$ cat src/rtl/dmairq_pkg.sv
package dmairq_pkg;

    localparam int REG_W = 32;
    localparam int EV_W  = 15;

    // status bit positions used by summary decode
    localparam int B_TX_DONE  = 0;
    localparam int B_TX_STOP  = 1;
    localparam int B_TX_JAB   = 3;
    localparam int B_RX_OVF   = 4;
    localparam int B_TX_UNF   = 5;
    localparam int B_RX_DONE  = 6;
    localparam int B_RX_NOBUF = 7;
    localparam int B_RX_STOP  = 8;
    localparam int B_RX_WDOG  = 9;
    localparam int B_TX_EARLY = 10;
    localparam int B_RX_BUS   = 12;
    localparam int B_TX_BUS   = 13;
    localparam int B_RX_EARLY = 14;
    localparam int B_AIS_RX   = 15;
    localparam int B_AIS_TX   = 16;
    localparam int B_NIS_RX   = 17;
    localparam int B_NIS_TX   = 18;

    localparam logic [REG_W-1:0] TX_NRM_SRC = REG_W'(1) << B_TX_DONE;
    localparam logic [REG_W-1:0] RX_NRM_SRC = (REG_W'(1) << B_RX_DONE)
                                            | (REG_W'(1) << B_RX_EARLY);
    localparam logic [REG_W-1:0] TX_ABN_SRC = (REG_W'(1) << B_TX_STOP)
                                            | (REG_W'(1) << B_TX_JAB)
                                            | (REG_W'(1) << B_TX_UNF)
                                            | (REG_W'(1) << B_TX_EARLY)
                                            | (REG_W'(1) << B_TX_BUS);
    localparam logic [REG_W-1:0] RX_ABN_SRC = (REG_W'(1) << B_RX_OVF)
                                            | (REG_W'(1) << B_RX_NOBUF)
                                            | (REG_W'(1) << B_RX_STOP)
                                            | (REG_W'(1) << B_RX_WDOG)
                                            | (REG_W'(1) << B_RX_BUS);
    localparam logic [REG_W-1:0] EV_MASK  = TX_NRM_SRC | RX_NRM_SRC
                                          | TX_ABN_SRC | RX_ABN_SRC;
    localparam logic [REG_W-1:0] SUM_MASK = (REG_W'(1) << B_AIS_RX)
                                          | (REG_W'(1) << B_AIS_TX)
                                          | (REG_W'(1) << B_NIS_RX)
                                          | (REG_W'(1) << B_NIS_TX);
    localparam logic [REG_W-1:0] EN_MASK  = EV_MASK | SUM_MASK;

    typedef enum logic [1:0] {
        FLD_MODE = 2'd0,
        FLD_STS  = 2'd1,
        FLD_EN   = 2'd2,
        FLD_RSV  = 2'd3
    } field_e;

    typedef struct packed {
        logic nis_tx;
        logic nis_rx;
        logic ais_tx;
        logic ais_rx;
    } sum_t;

    function automatic int vec_count(input int ch);
        int n;
        n = 1;
        while (n < 2 * ch + 1) n = n * 2;
        return n;
    endfunction

    function automatic sum_t make_sum(input logic [REG_W-1:0] lat,
                                      input logic [REG_W-1:0] en);
        logic [REG_W-1:0] act;
        sum_t s;
        act      = lat & en;
        s.nis_tx = |(act & TX_NRM_SRC);
        s.nis_rx = |(act & RX_NRM_SRC);
        s.ais_tx = |(act & TX_ABN_SRC);
        s.ais_rx = |(act & RX_ABN_SRC);
        return s;
    endfunction

endpackage

$ cat src/rtl/dmairq_chan.sv
module dmairq_chan
    import dmairq_pkg::*;
(
    input  logic             clk,
    input  logic             rst,
    input  logic [EV_W-1:0]  ev_i,
    input  logic             wr_mode,
    input  logic             wr_sts,
    input  logic             wr_en,
    input  logic [REG_W-1:0] wdata,
    output logic [REG_W-1:0] mode_o,
    output logic [REG_W-1:0] sts_o,
    output logic [REG_W-1:0] en_o,
    output logic             irq_tx_o,
    output logic             irq_rx_o
);

    logic [REG_W-1:0] lat_q, lat_d, en_q, mode_q, ev_m, clr_m;
    sum_t             sum;

    always_comb begin
        ev_m  = REG_W'(ev_i) & EV_MASK;
        clr_m = wr_sts ? wdata : '0;
        // a new event takes priority over a same-cycle clear
        lat_d = (lat_q & ~clr_m) | ev_m;
    end

    always_ff @(posedge clk) begin
        if (rst) begin
            lat_q  <= '0;
            en_q   <= '0;
            mode_q <= '0;
        end else begin
            lat_q <= lat_d;
            if (wr_en)   en_q   <= wdata & EN_MASK;
            if (wr_mode) mode_q <= wdata;
        end
    end

    always_comb begin
        sum             = make_sum(lat_q, en_q);
        sts_o           = lat_q;
        sts_o[B_NIS_TX] = sum.nis_tx;
        sts_o[B_NIS_RX] = sum.nis_rx;
        sts_o[B_AIS_TX] = sum.ais_tx;
        sts_o[B_AIS_RX] = sum.ais_rx;
        irq_tx_o = (sum.nis_tx & en_q[B_NIS_TX]) | (sum.ais_tx & en_q[B_AIS_TX]);
        irq_rx_o = (sum.nis_rx & en_q[B_NIS_RX]) | (sum.ais_rx & en_q[B_AIS_RX]);
    end

    assign en_o   = en_q;
    assign mode_o = mode_q;

    // latched events hold without events or writes
    assert_hold_R1: assert property (@(posedge clk) disable iff (rst)
        (!wr_sts && ev_m == '0) |=> $stable(lat_q));

    // written ones with no colliding event clear
    assert_w1c_R2: assert property (@(posedge clk) disable iff (rst)
        (wr_sts && ((wdata & ~ev_m & EV_MASK) != '0))
        |=> ((lat_q & $past(wdata & ~ev_m & EV_MASK)) == '0));

    // an arriving event is always latched, clear or not
    assert_ev_wins_R3: assert property (@(posedge clk) disable iff (rst)
        (ev_m != '0) |=> ((lat_q & $past(ev_m)) == $past(ev_m)));

    // a line can only be up with a summary enable set
    assert_tx_gate_R7: assert property (@(posedge clk) disable iff (rst)
        irq_tx_o |-> (en_q[B_NIS_TX] || en_q[B_AIS_TX]));
    assert_rx_gate_R7: assert property (@(posedge clk) disable iff (rst)
        irq_rx_o |-> (en_q[B_NIS_RX] || en_q[B_AIS_RX]));

    // reset leaves the channel empty
    assert_rst_clear_R12: assert property (@(posedge clk)
        $past(rst) |-> (lat_q == '0 && en_q == '0 && mode_q == '0));

endmodule

$ cat src/rtl/dmairq_vecmap.sv
module dmairq_vecmap
    import dmairq_pkg::*;
#(
    parameter  int CH   = 8,
    localparam int NVEC = vec_count(CH)
) (
    input  logic            clk,
    input  logic            rst,
    input  logic [CH-1:0]   irq_tx_i,
    input  logic [CH-1:0]   irq_rx_i,
    output logic [NVEC-1:0] vec_o
);

    always_comb begin
        vec_o    = '0;
        vec_o[0] = (|irq_tx_i) | (|irq_rx_i);
        for (int i = 0; i < CH; i++) begin
            vec_o[1 + 2 * i] = irq_rx_i[CH - 1 - i];
            vec_o[2 + 2 * i] = irq_tx_i[CH - 1 - i];
        end
    end

    // common line tracks the routed per-channel lines
    assert_common_R9: assert property (@(posedge clk) disable iff (rst)
        vec_o[0] == (vec_o[NVEC-1:1] != '0));

    // a routed line count never exceeds the channel lines
    assert_route_R8: assert property (@(posedge clk) disable iff (rst)
        $countones(vec_o[NVEC-1:1]) == ($countones(irq_tx_i) + $countones(irq_rx_i)));

endmodule

$ cat src/rtl/dmairq_top.sv
module dmairq_top
    import dmairq_pkg::*;
#(
    parameter  int         CH         = 8,
    parameter  logic [7:0] VERSION_ID = 8'h10,
    localparam int         CH_W       = (CH > 1) ? $clog2(CH) : 1,
    localparam int         ADDR_W     = CH_W + 3,
    localparam int         NVEC       = vec_count(CH)
) (
    input  logic              clk,
    input  logic              rst,
    input  logic              bus_wr,
    input  logic [ADDR_W-1:0] bus_addr,
    input  logic [REG_W-1:0]  bus_wdata,
    output logic [REG_W-1:0]  bus_rdata,
    input  logic [CH*EV_W-1:0] evt_i,
    output logic [NVEC-1:0]   irq_vec_o
);

    logic              glob_sel;
    logic [CH_W-1:0]   ch_sel;
    field_e            fld;
    logic [REG_W-1:0]  mode_w [CH];
    logic [REG_W-1:0]  sts_w  [CH];
    logic [REG_W-1:0]  en_w   [CH];
    logic [CH-1:0]     irq_tx, irq_rx;

    assign glob_sel = bus_addr[ADDR_W-1];
    assign ch_sel   = bus_addr[CH_W+1:2];
    assign fld      = field_e'(bus_addr[1:0]);

    for (genvar c = 0; c < CH; c++) begin : g_ch
        logic hit;
        assign hit = bus_wr && !glob_sel && (32'(ch_sel) == c);

        dmairq_chan u_chan (
            .clk      (clk),
            .rst      (rst),
            .ev_i     (evt_i[c*EV_W +: EV_W]),
            .wr_mode  (hit && fld == FLD_MODE),
            .wr_sts   (hit && fld == FLD_STS),
            .wr_en    (hit && fld == FLD_EN),
            .wdata    (bus_wdata),
            .mode_o   (mode_w[c]),
            .sts_o    (sts_w[c]),
            .en_o     (en_w[c]),
            .irq_tx_o (irq_tx[c]),
            .irq_rx_o (irq_rx[c])
        );
    end

    always_comb begin
        bus_rdata = '0;
        if (glob_sel) begin
            if (bus_addr[ADDR_W-2:0] == '0) bus_rdata = REG_W'(VERSION_ID);
        end else if (32'(ch_sel) < CH) begin
            unique case (fld)
                FLD_MODE: bus_rdata = mode_w[ch_sel];
                FLD_STS:  bus_rdata = sts_w[ch_sel];
                FLD_EN:   bus_rdata = en_w[ch_sel];
                default:  bus_rdata = '0;
            endcase
        end
    end

    dmairq_vecmap #(.CH(CH)) u_vecmap (
        .clk      (clk),
        .rst      (rst),
        .irq_tx_i (irq_tx),
        .irq_rx_i (irq_rx),
        .vec_o    (irq_vec_o)
    );

    // identification word is constant outside reset
    assert_ident_R10: assert property (@(posedge clk) disable iff (rst)
        (glob_sel && bus_addr[ADDR_W-2:0] == '0) |-> (bus_rdata[7:0] == VERSION_ID));

endmodule

$ cat config.mk
export PLATFORM = sky130hd
export DESIGN_NAME = dmairq_top
export DESIGN_NICKNAME = d
export VERILOG_FILES = /design/src/rtl/dmairq_pkg.sv /design/src/rtl/dmairq_chan.sv /design/src/rtl/dmairq_vecmap.sv /design/src/rtl/dmairq_top.sv
export SDC_FILE = /design/constraint.sdc
export NUM_CORES = 2
export LEC_CHECK = 0
export BUFFER_PORTS_ARGS = -buffer_cell sky130_fd_sc_hd__buf_4
export CORE_MARGIN = 2
export CORE_UTILIZATION = 46
export CTS_BUF_LIST = sky130_fd_sc_hd__clkbuf_8
export CTS_CLUSTER_SIZE = 30
export DETAILED_ROUTE_END_ITERATION = 10
export GPL_ROUTABILITY_DRIVEN = 1
export PLACE_DENSITY = 0.61
export REMOVE_ABC_BUFFERS = 1
export SKIP_LAST_GASP = 1
export SLEW_MARGIN = 40
export SYNTH_ARGS = -nofsm -noshare
export SYNTH_HDL_FRONTEND = slang
export SYNTH_SLANG_ARGS = --single-unit
$ cat constraint.sdc
create_clock -name clk -period 6.4 [get_ports clk]
set_input_delay 1.28 -clock clk [delete_from_list [all_inputs] [get_ports clk]]
set_output_delay 1.28 -clock clk [all_outputs]
set_load 0.005 [all_outputs]
* Word level (Yosys, flattened, before mapping)
Cells that the tools add are included.
** Cells by class
- Reduce and logical (&&, ||, !) cells :: 63
- Eq/ne operators :: 9
- Mux-type cells :: 20
- $lt $le $gt $ge :: 1
- Bitwise gates (word level) :: 82
** Operator list (number)
- 32-bit 2-to-1 mux :: 15
- 32-bit binary-select mux with 3-bit select :: 3
- 32-bit bitwise AND :: 8
- 32-bit NOT :: 8
- 32-bit by 15-bit bitwise OR with 32-bit output :: 8
- 15-bit bitwise AND :: 8
- 32-bit one-hot mux with 3 select lines :: 1
- 5-bit OR reduction :: 16
- 1-bit logical AND :: 33
- 1-bit bitwise AND :: 32
- 1-bit bitwise OR :: 17
- 2-bit OR reduction :: 8
- 8-bit OR reduction :: 2
- 3-bit equality test (second input constant) :: 4
- 3-bit by 2-bit equality test with 1-bit output (second input constant) :: 2
- 5-bit logical NOT :: 1
- 5-bit 2-to-1 mux :: 1
- 4-bit >= comparator (second input constant) :: 1
- 3-bit NOT with 4-bit output :: 1
- 3-bit by 1-bit equality test with 1-bit output (second input constant) :: 1
- 3-bit logical NOT :: 1
- 2-bit by 1-bit equality test with 1-bit output (second input constant) :: 1
- 2-bit equality test (second input constant) :: 1
- 2-bit logical NOT :: 1
- 1-bit logical NOT :: 1
** Word-level totals
- Bits of input ports :: 161
- Output and inout bits :: 64
- Flip-flop bits (word level) :: 648

* Longest topological paths before layout
- Depth in word-level cells :: 8
- Gate-level depth with buffers :: 9
- Depth with buffers taken out :: 5

* Hierarchy
A second synthesis with hierarchy kept.
** Second synthesis, totals
- Cell total of the unflattened synthesis :: 2958
- Area total of the unflattened synthesis :: 29575.9 um2
** By module, submodules not included
- dmairq_chan :: area an instance 2842.7 um2, instances 8, cells each 288
- dmairq_top :: area an instance 6566.3 um2, instances 1, cells each 617
- dmairq_vecmap :: area an instance 267.8 um2, instances 1, cells each 37

* Worst setup path after synthesis
OpenSTA, ideal clock, no wires.
- Path kind :: input port to output port
- Start :: input bus_addr[3]
- End :: output bus_rdata[10]
- Path buffers :: 3
- Stages :: 7
- Data required time :: 5.120 ns
- Arrival time :: 2.961 ns
- Slack :: 2.159 ns
- Path through :: buf_4 -> buf_2 -> clkbuf_1 -> mux4_2 -> mux4_2 -> inv_1 -> o22ai_1
** On the way
- Cells in the longest elaborated chain, start to end :: 6
- Elaborated cells on any way between the ends :: 12
** RTL lines
- start: declaration :: RTL line dmairq_top.sv:13 : input logic [ADDR_W-1:0] bus_addr,
- 3-bit NOT with 4-bit output (implied by the code) * :: RTL line dmairq_top.sv:58, dmairq_top.sv:59, dmairq_top.sv:60
- 32-bit binary-select mux with 3-bit select (on tied branches) :: RTL line dmairq_top.sv:60, dmairq_top.sv:58, dmairq_top.sv:59
- 32-bit 2-to-1 mux (on tied branches) (2 in a row) :: RTL line dmairq_top.sv:60, dmairq_top.sv:58, dmairq_top.sv:59
- 32-bit one-hot mux with 3 select lines * :: RTL line dmairq_top.sv:57 : unique case (fld)
- 32-bit 2-to-1 mux * :: RTL line dmairq_top.sv:54 : if (glob_sel) begin
- end: declaration :: RTL line dmairq_top.sv:15 : output logic [REG_W-1:0] bus_rdata,
Every way passes the cells marked *; elsewhere a longest branch is shown, timed or not. The select of a mux whose other input is x is not followed.

* Worst setup path after layout
- Start :: input bus_addr[2]
- End :: output bus_rdata[16]
Same word-level chain as after synthesis.

==> impl_metrics.yaml <==
global_route:
  globalRoute.totalOverflow: 0
  grt_pass1_wl_um: 136700
  grtUsageMet1_pct: 37.64
  grt_busiest_layer: "met2"
  grt_max_degree: 189
  grtUsageMet3_pct: 4.807
  antenna_found_initial: 2
  track_usage_pct: 28.30
  grt_util_met2_pct: 45.76
  grt_pass1_vias: 22880
synth:
  synth_flop_cell: "dfxtp_1"
  synth_edf_count: 0
  synth_warnings: 0
  syn_area_per_cell_um2: 9.162
  synthDistinctLibCells: 45
  synth_seq_area_share_pct: 44.72
  ys_seq_elements: 616
  syn_inst: 3010
  synth-async-reset-ratio_pct: 0
  synth_area_um2: 27580
sta:
  relSlewSlack_pct: 43.97
  period_needed_ps: 5157
  final_hold_viol_count: 0
  skew_ps: 0
  worst_pin_slew_ps: 838.7
  worst_slack_ps: 1243
  fin_hold_ws_ps: 442.0
  setup_viol: 0
  period_share_pct: 80.58
  slew_viol_final: 0
  rsz0062_at_grt: "no"
  fmax_mhz: 193.9
cts:
  cts_resized: 0
  post_cts_buffers: 0
  cts_root_buf: "clkbuf_8"
  insertion_delay_ps: 710
  cts_tree: "done"
  cts_hold_buf: 0
  cts.sinks: 616
  htreeDepth: 3
  cts.clk_slew.worst_paths_ps: 60
  cts.path.max_buffers: 3
  numCtsBuffers: 103
power_and_ir_drop:
  p_sw_share_pct: 24.99
  comb_power_share_pct: 6.9
  total_power_mw: 8.156
  clockPowerShare_pct: 44.7
  internal_power_mw: 6.118
  p_sw_mw: 2.038
  ir_worst_vdd_v: 0.0001429
  power_density_nw_per_um2: 259.5
  power.share.sequential_pct: 48.4
  p_leak_nw: 11.12
critical_path:
  start_kind: "primary input"
  cp_slowest_cell: "mux4_2"
  cp_slowest_stage_delay_ps: 530
  path_class: "in -> out"
  path_max_fanout: 32
  crit_chain: "buf_8 > buf_16 > buf_16 > buf_12 > mux4_2 > mux4_2 > a22o_1 > buf_4"
  arrival_ps: 3880
  worstSetupEndpointType: "output pin"
  worstPathRequired_ps: 5120
  ff2ff_setup_slack_ps: 5670
drt:
  final_antenna_net_count: 0
  drt_pass1_iterations: 6
  routed_wirelength_um: 89180
  wl_per_cell_um: 22.65
  vias: 23070
  viasPerCell: 5.859
  first_iter_violations: 2512
  drc_errors: 0
placed_design:
  portBuffers: 193
  gp_congestion: 0.9214
  placed_cell_area_um2: 29190
  dp_slack_ps: 1251
  dpl.hpwl_um: 56200
die:
  die_width_um: 248.8
  io_pins: 225
  start_util_pct: 46.64
  std_cell_rows: 89
  coreArea_um2: 59130
  chipHeight_um: 248.8
  fp.dieArea_um2: 61920
cells_and_area:
  drive_gt1_share_pct: 20.89
  mostFrequentLayoutCells: "nand2_1 (715), dfxtp_1 (616), a21oi_1 (528)"
  final_area_um2: 31430
  layout_commonest_cell: "nand2_1"
  syn_to_final_growth_pct: 13.98
  fin_nets: 3239
  fillCellCount: 5279
  n_antenna_cell: 0
status:
  outcome: "complete, no violations"
min_path:
  min_path_type: "reg -> reg"
run:
  drv_cap: 0
worst max-delay path, delay by kind of cell:
kind                   cells  cell delay, ps
AO/OA/AOI/OAI              1             270
buffers and inverters      5            1200
multiplexers               2            1030
layout make-up:
cell class	instances	area [um^2]	area share, %
clock buffers	137	1886	5.999
well taps	773	967.2	3.077
repair buffers	258	2143	6.819
clock inverters	54	309.0	0.9832
flip-flops and latches	616	12330	39.23
inverters	17	63.81	0.2030
multi-input cells	2082	13730	43.69
power by group through the flow:
stage	clock network (mW)	registers [mW]	logic [mW]
after floorplan	0	4.00	0.200
after global placement	0	4.03	0.534
after detailed placement	0	4.03	0.552
after CTS	3.69	3.95	0.553
after global routing	3.87	3.95	0.596
final	3.65	3.95	0.560
path summary, 6_finish.rpt:
check / cells after the start / endpoint / from
worst max-delay path: 8 / bus_rdata[16] / bus_addr[2]
worst min-delay path: 2 / g_ch[4].u_chan.lat_q[24] / g_ch[4].u_chan.lat_q[24]
worst max register to register: 2 / g_ch[2].u_chan.en_o[13] / g_ch[2].u_chan.en_o[13]
worst min register to register: 2 / g_ch[4].u_chan.lat_q[24] / g_ch[4].u_chan.lat_q[24]
routing by layer:
metal  wire length [um]  part of all wire [%]  up-vias
met5                 16                 0.018        -
met1              36940                    41    11350
li1                   -                     -    10520
met4               3383                   3.8        2
met2              42180                    47     1018
met3               6655                   7.5      176
kinds of logic (layout without fill, tap and decap cells):
family	count (synthesis)	in the layout	synth area share, %
compound gates	641	641	12.94
buf+inv	326	466	5.844
flops	616	616	44.72
mux	269	269	18.25
other cells	1	15	0.01360
simple gates	1157	1157	18.24
flip-flops by register name, summed over array words and instances (netlist names):
name,flops
g_ch.u_chan.en_o,136
g_ch.u_chan.lat_q,224
g_ch.u_chan.mode_o,256
cells in the mapped netlist, types with 21 or more instances:
cell type	count	area (um^2)
a21oi_1	528	2643
a21oi_2	26	227.7
a22oi_1	21	157.7
buf_2	82	410.4
buf_4	46	345.3
clkbuf_1	158	593.1
dfxtp_1	616	12330
mux2i_1	82	820.8
mux4_2	187	4212
nand2_1	716	2688
nand2b_1	125	782.0
nand3_1	78	390.4
nor2_1	182	683.2
stage by stage:
step	cells	setup TNS (ps)	utilization, %
floorplan	2715	-69150	-
global placement	3734	0	49.07
detailed placement	3744	0	49.37
CTS	3935	0	53.08
global route	3937	0	53.16
finish	3937	0	53.16
Power figures use the tool's default switching activity.
